`config.mk`:
```
export PLATFORM = sky130hd
export DESIGN_NAME = sdc_cmd_path
export DESIGN_NICKNAME = d
export VERILOG_FILES = /design/src/rtl/sdc_pkg.sv /design/src/rtl/sdc_cmd_seq.sv /design/src/rtl/sdc_rsp_store.sv /design/src/rtl/sdc_irq_status.sv /design/src/rtl/sdc_cmd_path.sv
export SDC_FILE = /design/constraint.sdc
export NUM_CORES = 1
export LEC_CHECK = 0
export BUFFER_PORTS_ARGS = -buffer_cell sky130_fd_sc_hd__buf_2
export CAP_MARGIN = 40
export CORE_AREA = 2 2 159 161
export DETAILED_ROUTE_END_ITERATION = 8
export DIE_AREA = 0 0 161 163
export GPL_ROUTABILITY_DRIVEN = 0
export PLACE_DENSITY = 0.69
export SLEW_MARGIN = 20
export SYNTH_ARGS = -nofsm -noshare
export SYNTH_HDL_FRONTEND = slang
export SYNTH_SLANG_ARGS = --single-unit
```
`constraint.sdc`:
```
create_clock -name clk -period 3.65 [get_ports clk]
set_clock_uncertainty 0.2 [all_clocks]
set_input_delay 0.365 -clock clk [delete_from_list [all_inputs] [get_ports clk]]
set_output_delay 0.365 -clock clk [all_outputs]
set_load 0.05 [all_outputs]
```
`src/rtl/sdc_pkg.sv`:
```
// Shared types for the SD command path.
// Assumes the 16-bit command word layout that the response decoder depends on.
package sdc_pkg;

    localparam int CMD_W = 16;
    localparam int IDX_W = 6;
    localparam int STS_W = 5;

    // Status bit positions
    localparam int ST_DONE = 0;
    localparam int ST_ERR  = 1;
    localparam int ST_TMO  = 2;
    localparam int ST_CRC  = 3;
    localparam int ST_IDX  = 4;

    typedef enum logic [1:0] {
        RSP_NONE       = 2'b00,
        RSP_LONG       = 2'b01,
        RSP_SHORT      = 2'b10,
        RSP_SHORT_BUSY = 2'b11
    } rsp_kind_e;

    typedef enum logic [1:0] {
        S_IDLE = 2'b00,
        S_WAIT = 2'b01,
        S_FIN  = 2'b10
    } seq_state_e;

    typedef struct packed {
        logic [IDX_W-1:0] idx;
        logic             data_present;
        logic             idx_chk;
        logic             crc_chk;
        rsp_kind_e        kind;
    } cmd_fields_t;

    // Split a command word into its fields
    function automatic cmd_fields_t decode_cmd(input logic [CMD_W-1:0] w);
        cmd_fields_t f;
        f.idx          = w[13:8];
        f.data_present = w[5];
        f.idx_chk      = w[4];
        f.crc_chk      = w[3];
        f.kind         = rsp_kind_e'(w[1:0]);
        return f;
    endfunction

endpackage

```
`src/rtl/sdc_cmd_seq.sv`:
```
// Command sequencer: accepts command writes, launches them and tracks both inhibit flags.
// Assumes the card answers a launched command with one valid or one timeout strobe.
module sdc_cmd_seq
    import sdc_pkg::*;
#(
    parameter int ARG_W = 32
) (
    input  logic             clk,
    input  logic             rst_n,
    input  logic             cmd_wr,
    input  logic [CMD_W-1:0] cmd_wdata,
    input  logic [ARG_W-1:0] arg_q,
    input  logic             card_rsp_valid,
    input  logic             card_rsp_timeout,
    input  logic             xfer_done,
    input  logic             dat0,
    output logic             inhibit_cmd,
    output logic             inhibit_dat,
    output logic             card_cmd_valid,
    output logic [IDX_W-1:0] card_cmd_idx,
    output logic [ARG_W-1:0] card_cmd_arg,
    output cmd_fields_t      cur,
    output logic             cap_en,
    output logic             ev_done,
    output logic             ev_tmo
);

    seq_state_e  state;
    logic        pend_busy;
    logic        pend_xfer;
    logic        busy_armed;
    cmd_fields_t dec;
    logic        unused_cmd_bits;

    assign dec             = decode_cmd(cmd_wdata);
    assign unused_cmd_bits = ^{cmd_wdata[7:6], cmd_wdata[2]};

    // Sequencer state, launch registers and pending data-line reasons
    always_ff @(posedge clk) begin
        if (!rst_n) begin
            state          <= S_IDLE;
            inhibit_cmd    <= 1'b0;
            pend_busy      <= 1'b0;
            pend_xfer      <= 1'b0;
            busy_armed     <= 1'b0;
            card_cmd_valid <= 1'b0;
            card_cmd_idx   <= '0;
            card_cmd_arg   <= '0;
            cur            <= '0;
        end else begin
            card_cmd_valid <= 1'b0;
            if (busy_armed && dat0) begin
                pend_busy  <= 1'b0;
                busy_armed <= 1'b0;
            end
            if (pend_xfer && xfer_done) begin
                pend_xfer <= 1'b0;
            end
            unique case (state)
                S_IDLE: begin
                    if (cmd_wr) begin
                        cur            <= dec;
                        card_cmd_valid <= 1'b1;
                        card_cmd_idx   <= dec.idx;
                        card_cmd_arg   <= arg_q;
                        inhibit_cmd    <= 1'b1;
                        if (dec.data_present) begin
                            pend_xfer <= 1'b1;
                        end
                        if (dec.kind == RSP_SHORT_BUSY) begin
                            pend_busy  <= 1'b1;
                            busy_armed <= 1'b0;
                        end
                        state <= (dec.kind == RSP_NONE) ? S_FIN : S_WAIT;
                    end
                end
                S_WAIT: begin
                    if (card_rsp_valid) begin
                        inhibit_cmd <= 1'b0;
                        state       <= S_IDLE;
                        if (cur.kind == RSP_SHORT_BUSY) begin
                            busy_armed <= 1'b1;
                        end
                    end else if (card_rsp_timeout) begin
                        inhibit_cmd <= 1'b0;
                        pend_busy   <= 1'b0;
                        pend_xfer   <= 1'b0;
                        busy_armed  <= 1'b0;
                        state       <= S_IDLE;
                    end
                end
                S_FIN: begin
                    inhibit_cmd <= 1'b0;
                    state       <= S_IDLE;
                end
                default: state <= S_IDLE;
            endcase
        end
    end

    // Event strobes towards capture and status logic
    always_comb begin
        cap_en      = (state == S_WAIT) && card_rsp_valid;
        ev_tmo      = (state == S_WAIT) && !card_rsp_valid && card_rsp_timeout;
        ev_done     = cap_en || (state == S_FIN);
        inhibit_dat = pend_busy || pend_xfer;
    end

endmodule

```
`src/rtl/sdc_rsp_store.sv`:
```
// Response storage: keeps the frame body without its checksum byte, word by word.
// Assumes a 48-bit frame sits in the low bits of the frame bus.
module sdc_rsp_store
    import sdc_pkg::*;
#(
    parameter int RSP_W    = 136,
    parameter int STORE_W  = 128,
    parameter int CRC_BITS = 8
) (
    input  logic               clk,
    input  logic               rst_n,
    input  logic               cap_en,
    input  cmd_fields_t        cur,
    input  logic               crc_bad,
    input  logic [RSP_W-1:0]   frame,
    output logic [STORE_W-1:0] rsp_data,
    output logic               ev_crc,
    output logic               ev_idx
);

    localparam int WORD_W = 32;
    localparam int NWORDS = STORE_W / WORD_W;
    localparam int IDX_LO = CRC_BITS + WORD_W;

    logic [STORE_W-1:0] long_img;
    logic [IDX_W-1:0]   ret_idx;
    logic               is_long;
    logic               unused_frame_bits;

    assign long_img          = {{CRC_BITS{1'b0}}, frame[STORE_W-1:CRC_BITS]};
    assign ret_idx           = frame[IDX_LO +: IDX_W];
    assign is_long           = (cur.kind == RSP_LONG);
    assign unused_frame_bits = ^{frame[RSP_W-1:STORE_W], frame[CRC_BITS-1:0], cur.data_present};

    for (genvar w = 0; w < NWORDS; w++) begin : g_word
        logic [WORD_W-1:0] q;
        // Load this word from a long frame, or from a short frame for word 0
        always_ff @(posedge clk) begin
            if (!rst_n) begin
                q <= '0;
            end else if (cap_en && (is_long || (w == 0))) begin
                q <= is_long ? long_img[w*WORD_W +: WORD_W] : frame[CRC_BITS +: WORD_W];
            end
        end
        assign rsp_data[w*WORD_W +: WORD_W] = q;
    end

    // Error events found while capturing
    always_comb begin
        ev_crc = cap_en && cur.crc_chk && crc_bad;
        ev_idx = cap_en && cur.idx_chk && cur.kind[1] && (ret_idx != cur.idx);
    end

endmodule

```
`src/rtl/sdc_irq_status.sv`:
```
// Status bits with write-one-to-clear; a new event beats a clear in the same cycle.
module sdc_irq_status
    import sdc_pkg::*;
(
    input  logic             clk,
    input  logic             rst_n,
    input  logic             ev_done,
    input  logic             ev_tmo,
    input  logic             ev_crc,
    input  logic             ev_idx,
    input  logic             clr_wr,
    input  logic [STS_W-1:0] clr_mask,
    output logic [STS_W-1:0] sts
);

    logic [STS_W-1:0] set_v;
    logic [STS_W-1:0] clr_v;

    // Collect this cycle's set events
    always_comb begin
        set_v          = '0;
        set_v[ST_DONE] = ev_done;
        set_v[ST_TMO]  = ev_tmo;
        set_v[ST_CRC]  = ev_crc;
        set_v[ST_IDX]  = ev_idx;
        set_v[ST_ERR]  = ev_tmo || ev_crc || ev_idx;
        clr_v          = clr_wr ? clr_mask : '0;
    end

    // Status register update
    always_ff @(posedge clk) begin
        if (!rst_n) begin
            sts <= '0;
        end else begin
            sts <= (sts & ~clr_v) | set_v;
        end
    end

endmodule

```
`src/rtl/sdc_cmd_path.sv`:
```
// Top of the SD command path: argument register, sequencer, response store, status.
// Assumes one register write at a time from the software side.
module sdc_cmd_path
    import sdc_pkg::*;
#(
    parameter int ARG_W    = 32,
    parameter int RSP_W    = 136,
    parameter int STORE_W  = 128,
    parameter int CRC_BITS = 8,
    parameter int DAT_W    = 4,
    parameter int PRS_W    = 32,
    parameter int DAT_POS  = 20
) (
    input  logic               clk,
    input  logic               rst_n,
    input  logic               arg_wr,
    input  logic [ARG_W-1:0]   arg_wdata,
    input  logic               cmd_wr,
    input  logic [15:0]        cmd_wdata,
    input  logic               sts_clr_wr,
    input  logic [4:0]         sts_clr_mask,
    input  logic               xfer_done,
    input  logic [DAT_W-1:0]   dat_lines,
    input  logic               card_rsp_valid,
    input  logic               card_rsp_timeout,
    input  logic               card_rsp_crc_bad,
    input  logic [RSP_W-1:0]   card_rsp_bits,
    output logic               card_cmd_valid,
    output logic [5:0]         card_cmd_idx,
    output logic [ARG_W-1:0]   card_cmd_arg,
    output logic [1:0]         card_cmd_kind,
    output logic [PRS_W-1:0]   prsnt,
    output logic [4:0]         sts,
    output logic [STORE_W-1:0] rsp_data
);

    logic [ARG_W-1:0] arg_q;
    logic             inhibit_cmd;
    logic             inhibit_dat;
    cmd_fields_t      cur;
    logic             cap_en;
    logic             ev_done;
    logic             ev_tmo;
    logic             ev_crc;
    logic             ev_idx;

    // Argument register
    always_ff @(posedge clk) begin
        if (!rst_n) begin
            arg_q <= '0;
        end else if (arg_wr) begin
            arg_q <= arg_wdata;
        end
    end

    sdc_cmd_seq #(.ARG_W(ARG_W)) seq_i (
        .clk              (clk),
        .rst_n            (rst_n),
        .cmd_wr           (cmd_wr),
        .cmd_wdata        (cmd_wdata),
        .arg_q            (arg_q),
        .card_rsp_valid   (card_rsp_valid),
        .card_rsp_timeout (card_rsp_timeout),
        .xfer_done        (xfer_done),
        .dat0             (dat_lines[0]),
        .inhibit_cmd      (inhibit_cmd),
        .inhibit_dat      (inhibit_dat),
        .card_cmd_valid   (card_cmd_valid),
        .card_cmd_idx     (card_cmd_idx),
        .card_cmd_arg     (card_cmd_arg),
        .cur              (cur),
        .cap_en           (cap_en),
        .ev_done          (ev_done),
        .ev_tmo           (ev_tmo)
    );

    sdc_rsp_store #(
        .RSP_W    (RSP_W),
        .STORE_W  (STORE_W),
        .CRC_BITS (CRC_BITS)
    ) store_i (
        .clk      (clk),
        .rst_n    (rst_n),
        .cap_en   (cap_en),
        .cur      (cur),
        .crc_bad  (card_rsp_crc_bad),
        .frame    (card_rsp_bits),
        .rsp_data (rsp_data),
        .ev_crc   (ev_crc),
        .ev_idx   (ev_idx)
    );

    sdc_irq_status status_i (
        .clk      (clk),
        .rst_n    (rst_n),
        .ev_done  (ev_done),
        .ev_tmo   (ev_tmo),
        .ev_crc   (ev_crc),
        .ev_idx   (ev_idx),
        .clr_wr   (sts_clr_wr),
        .clr_mask (sts_clr_mask),
        .sts      (sts)
    );

    // Present-state word and launched kind
    always_comb begin
        prsnt                     = '0;
        prsnt[0]                  = inhibit_cmd;
        prsnt[1]                  = inhibit_dat;
        prsnt[DAT_POS +: DAT_W]   = dat_lines;
        card_cmd_kind             = cur.kind;
    end

endmodule

```
==> impl_metrics.yaml <==
synthesis:
  synth_most_common_cell: "nand2_1"
  synth.avg_cell_area_um2: 8.41
  ys_seq_area_share_pct: 54.0
  syn_inst: 944
  synth-edff-count: 0
  ys_top_cells_by_count: "nand2_1, dfxtp_1, a21oi_1, clkbuf_1, buf_4"
  synth_area_um2: 7940
  yosysTopAreaCell: "dfxtp_1"
  synthDistinctLibCells: 37
  yosysTopAreaCellShare_pct: 54.0
  synth_seq_cells: 214
  yosys_warnings: 0
  async_flop_share_pct: 0
  synth.area.top_cells: "dfxtp_1, nand2_1, a21oi_1"
  ys.flop_type: "dfxtp_1"
global_route:
  top_usage_layer: "met2"
  met1_usage_pct: 21.6
  grt_pass1_wl_um: 40100
  grt_overflow: 0
  antenna_found_initial: 2
  gr-usage-met3_pct: 4.63
  grt_pass1_vias: 7854
  grt_usage_pct: 18.8
  grt_max_degree: 72
  grt_util_met2_pct: 33.9
final_layout:
  layout-area-overhead-vs-synth_pct: 54.7
  drive_gt1_share_pct: 28.2
  fin_cells: 1775
  fillers: 2199
  fin_nets: 1639
die:
  start_util_pct: 32.2
  dieArea_um2: 26200
  die_w_um: 161
  rows: 58
  coreArea_um2: 24700
  die_h_um: 163
  ios: 408
setup_path:
  max_stage_delay_ns: 0.57
  endpoint_kind: "register"
  critPathBufInv: 2
  worstSetupStartpointType: "register"
  cp.required_ns: 3.90
  crit_arrival_ns: 2.51
  crit_slowest_cell: "dlygate4sd3_1"
  critPathMaxFanout: 25
  critPathKind: "register to register"
  crit_chain: "inv_1 -> ha_1 -> and2_2 -> a21oi_1 -> dlygate4sd3_1 -> nor2_1"
  r2r_setup_slack_ns: 1.39
  critPathTopFamily: "buffers and inverters"
clock_tree:
  clk_pin_slew_ns: 0.06
  cts_made_buffers: 24
  cts.repair.resized: 0
  postCtsHoldBufs: 172
  clkLatencyLatePin_ns: 0.51
  clockBufferDepth: 3
  cts_setup_buffers: 0
  htreeDepth: 1
  cts_tree: "done"
  cts.sinks: 214
  cts_root_buf: "clkbuf_16"
power_and_ir_drop:
  p_seq_share_pct: 44.5
  leakagePower_nw: 5.51
  vdd.ir_drop.worst_uv: 351
  p_switching_mw: 1.41
  intPower_mw: 4.07
  power_density_nw_per_um2: 446
  switching_share_pct: 25.8
  clkPwrFrac_pct: 41.7
  pwr-share-comb_pct: 13.8
detailed_routing:
  drtAntennaViolNets: 0
  post_drt_via_cell_ratio: 4.57
  dr.pass1.iters: 5
  wl_um: 26200
  drtIter0Drc: 499
  vias: 8103
  drcViolationCount: 0
  wl_per_cell_um: 14.7
placed_design:
  place.port_buffers: 354
  dpl.cell_count: 1565
  dp_hpwl_um: 16000
flow_run:
  cap_violations: 0
timing:
  rsz0062_at_grt: "false"
  hold_violations: 0
  timing.final.crit_share_pct: 61.9
  slew_viol_final: 0
  setup_tns_ns: 0
  fmax_mhz: 442
  setup_viol: 0
  tightest_slew_ns: 0.684
  maxSlewHeadroom_pct: 54.4
  period_needed_ns: 2.26
min_path:
  min_path_type: "input port to register"
run_status:
  status: "completed"
## cells in the final DEF (no fill, tap or decap), types with 3 or more instances in the layout
cell | synthesis | final
buf_12 | 0 | 3
nand2_1 | 335 | 334
nand3b_1 | 3 | 3
dfxtp_1 | 214 | 214
nor2b_1 | 31 | 31
dlygate4sd3_1 | 0 | 172
conb_1 | 1 | 26
clkbuf_8 | 0 | 3
a21oi_1 | 140 | 140
xor2_1 | 4 | 4
nor2_1 | 11 | 11
buf_4 | 44 | 10
a21boi_0 | 27 | 27
buf_2 | 11 | 354
ha_1 | 4 | 4
mux2i_1 | 32 | 32
clkbuf_16 | 0 | 25
inv_1 | 3 | 3
o21ai_0 | 5 | 5
clkbuf_1 | 45 | 4
and3_1 | 8 | 8
## state kept, by name, summed over array words and instances (netlist names), 2 cells and up
signal and cells:
arg_q 32, seq_i.card_cmd_arg 32, seq_i.card_cmd_idx 6, seq_i.cur 4, seq_i.state 2, status_i.sts 5
store_i.g_word.q 128
## worst paths after layout
check | startpoint | end | cells after the start
setup / recovery | seq_i.state[0] | seq_i.pend_xfer | 6
hold / removal | sts_clr_wr | status_i.sts[0] | 4
setup reg to reg | seq_i.state[0] | seq_i.pend_xfer | 6
hold reg to reg | arg_q[16] | seq_i.card_cmd_arg[16] | 2
## power groups by stage
stage / sequential (mW) / combinational, mW / clock (mW)
after floorplan: 2.60 / 0.317 / 0
after global placement: 2.49 / 0.585 / 0
after detailed placement: 2.49 / 0.601 / 0
after CTS: 2.44 / 0.749 / 2.35
after global routing: 2.45 / 0.807 / 2.44
final: 2.44 / 0.756 / 2.29
## stage by stage
| stage | hold slack (ns) | util, % | power [mW] | setup slack (ns) | cell area [um2] |
|---|---|---|---|---|---|
| 2_1_floorplan | 0.231 | - | 2.92 | 1.75 | 8030 |
| 3_3_place_gp | 0.234 | 39.5 | 3.07 | 1.58 | 9760 |
| 3_5_place_dp | 0.243 | 39.8 | 3.09 | 1.54 | 9820 |
| 4_1_cts | 0.00220 | 49.8 | 5.54 | 1.35 | 12300 |
| 5_1_grt | 0.0535 | 49.8 | 5.69 | 1.26 | 12300 |
| 6_report | 0.0216 | 49.8 | 5.48 | 1.39 | 12300 |
## worst reg2reg max path, stage by stage, from the launching register on
cell	delay [ns]
dfxtp_1	0.34
inv_1	0.09
ha_1	0.24
and2_2	0.56
a21oi_1	0.13
dlygate4sd3_1	0.57
nor2_1	0.07
## logic make-up (layout without fill, tap and decap cells)
logic type | after synthesis | after routing | synth area share [%]
muxes | 32 | 32 | 4.04
xor gates and xnor gates | 6 | 6 | 0.662
AOI/OAI and AO/OA | 182 | 182 | 12.7
buffers and inverters | 106 | 580 | 7.27
other | 1 | 28 | 0.0472
and+or+nand+nor | 399 | 399 | 20.7
adders and majority gates | 4 | 4 | 0.631
DFF | 214 | 214 | 54.0
## area by class of cell
cell class / instances / area (um2) / share of cell area (%)
antenna: 2 / 5.00 / 0.0407
clock buffer: 32 / 682 / 5.55
clock inverter: 4 / 51.3 / 0.418
inverter: 4 / 17.5 / 0.143
multi-input combinational: 649 / 3170 / 25.8
sequential: 214 / 4280 / 34.9
tap: 330 / 413 / 3.36
timing repair buffer: 540 / 3660 / 29.8
## metal layers
layer  up-vias  part of all wire, %
met2       329                   50
met5         -                    0
met4         0                  3.0
met1      3742                   40
li1       3962                    -
met3        70                  7.2
No activity file was read; power rests on OpenSTA's default activity.
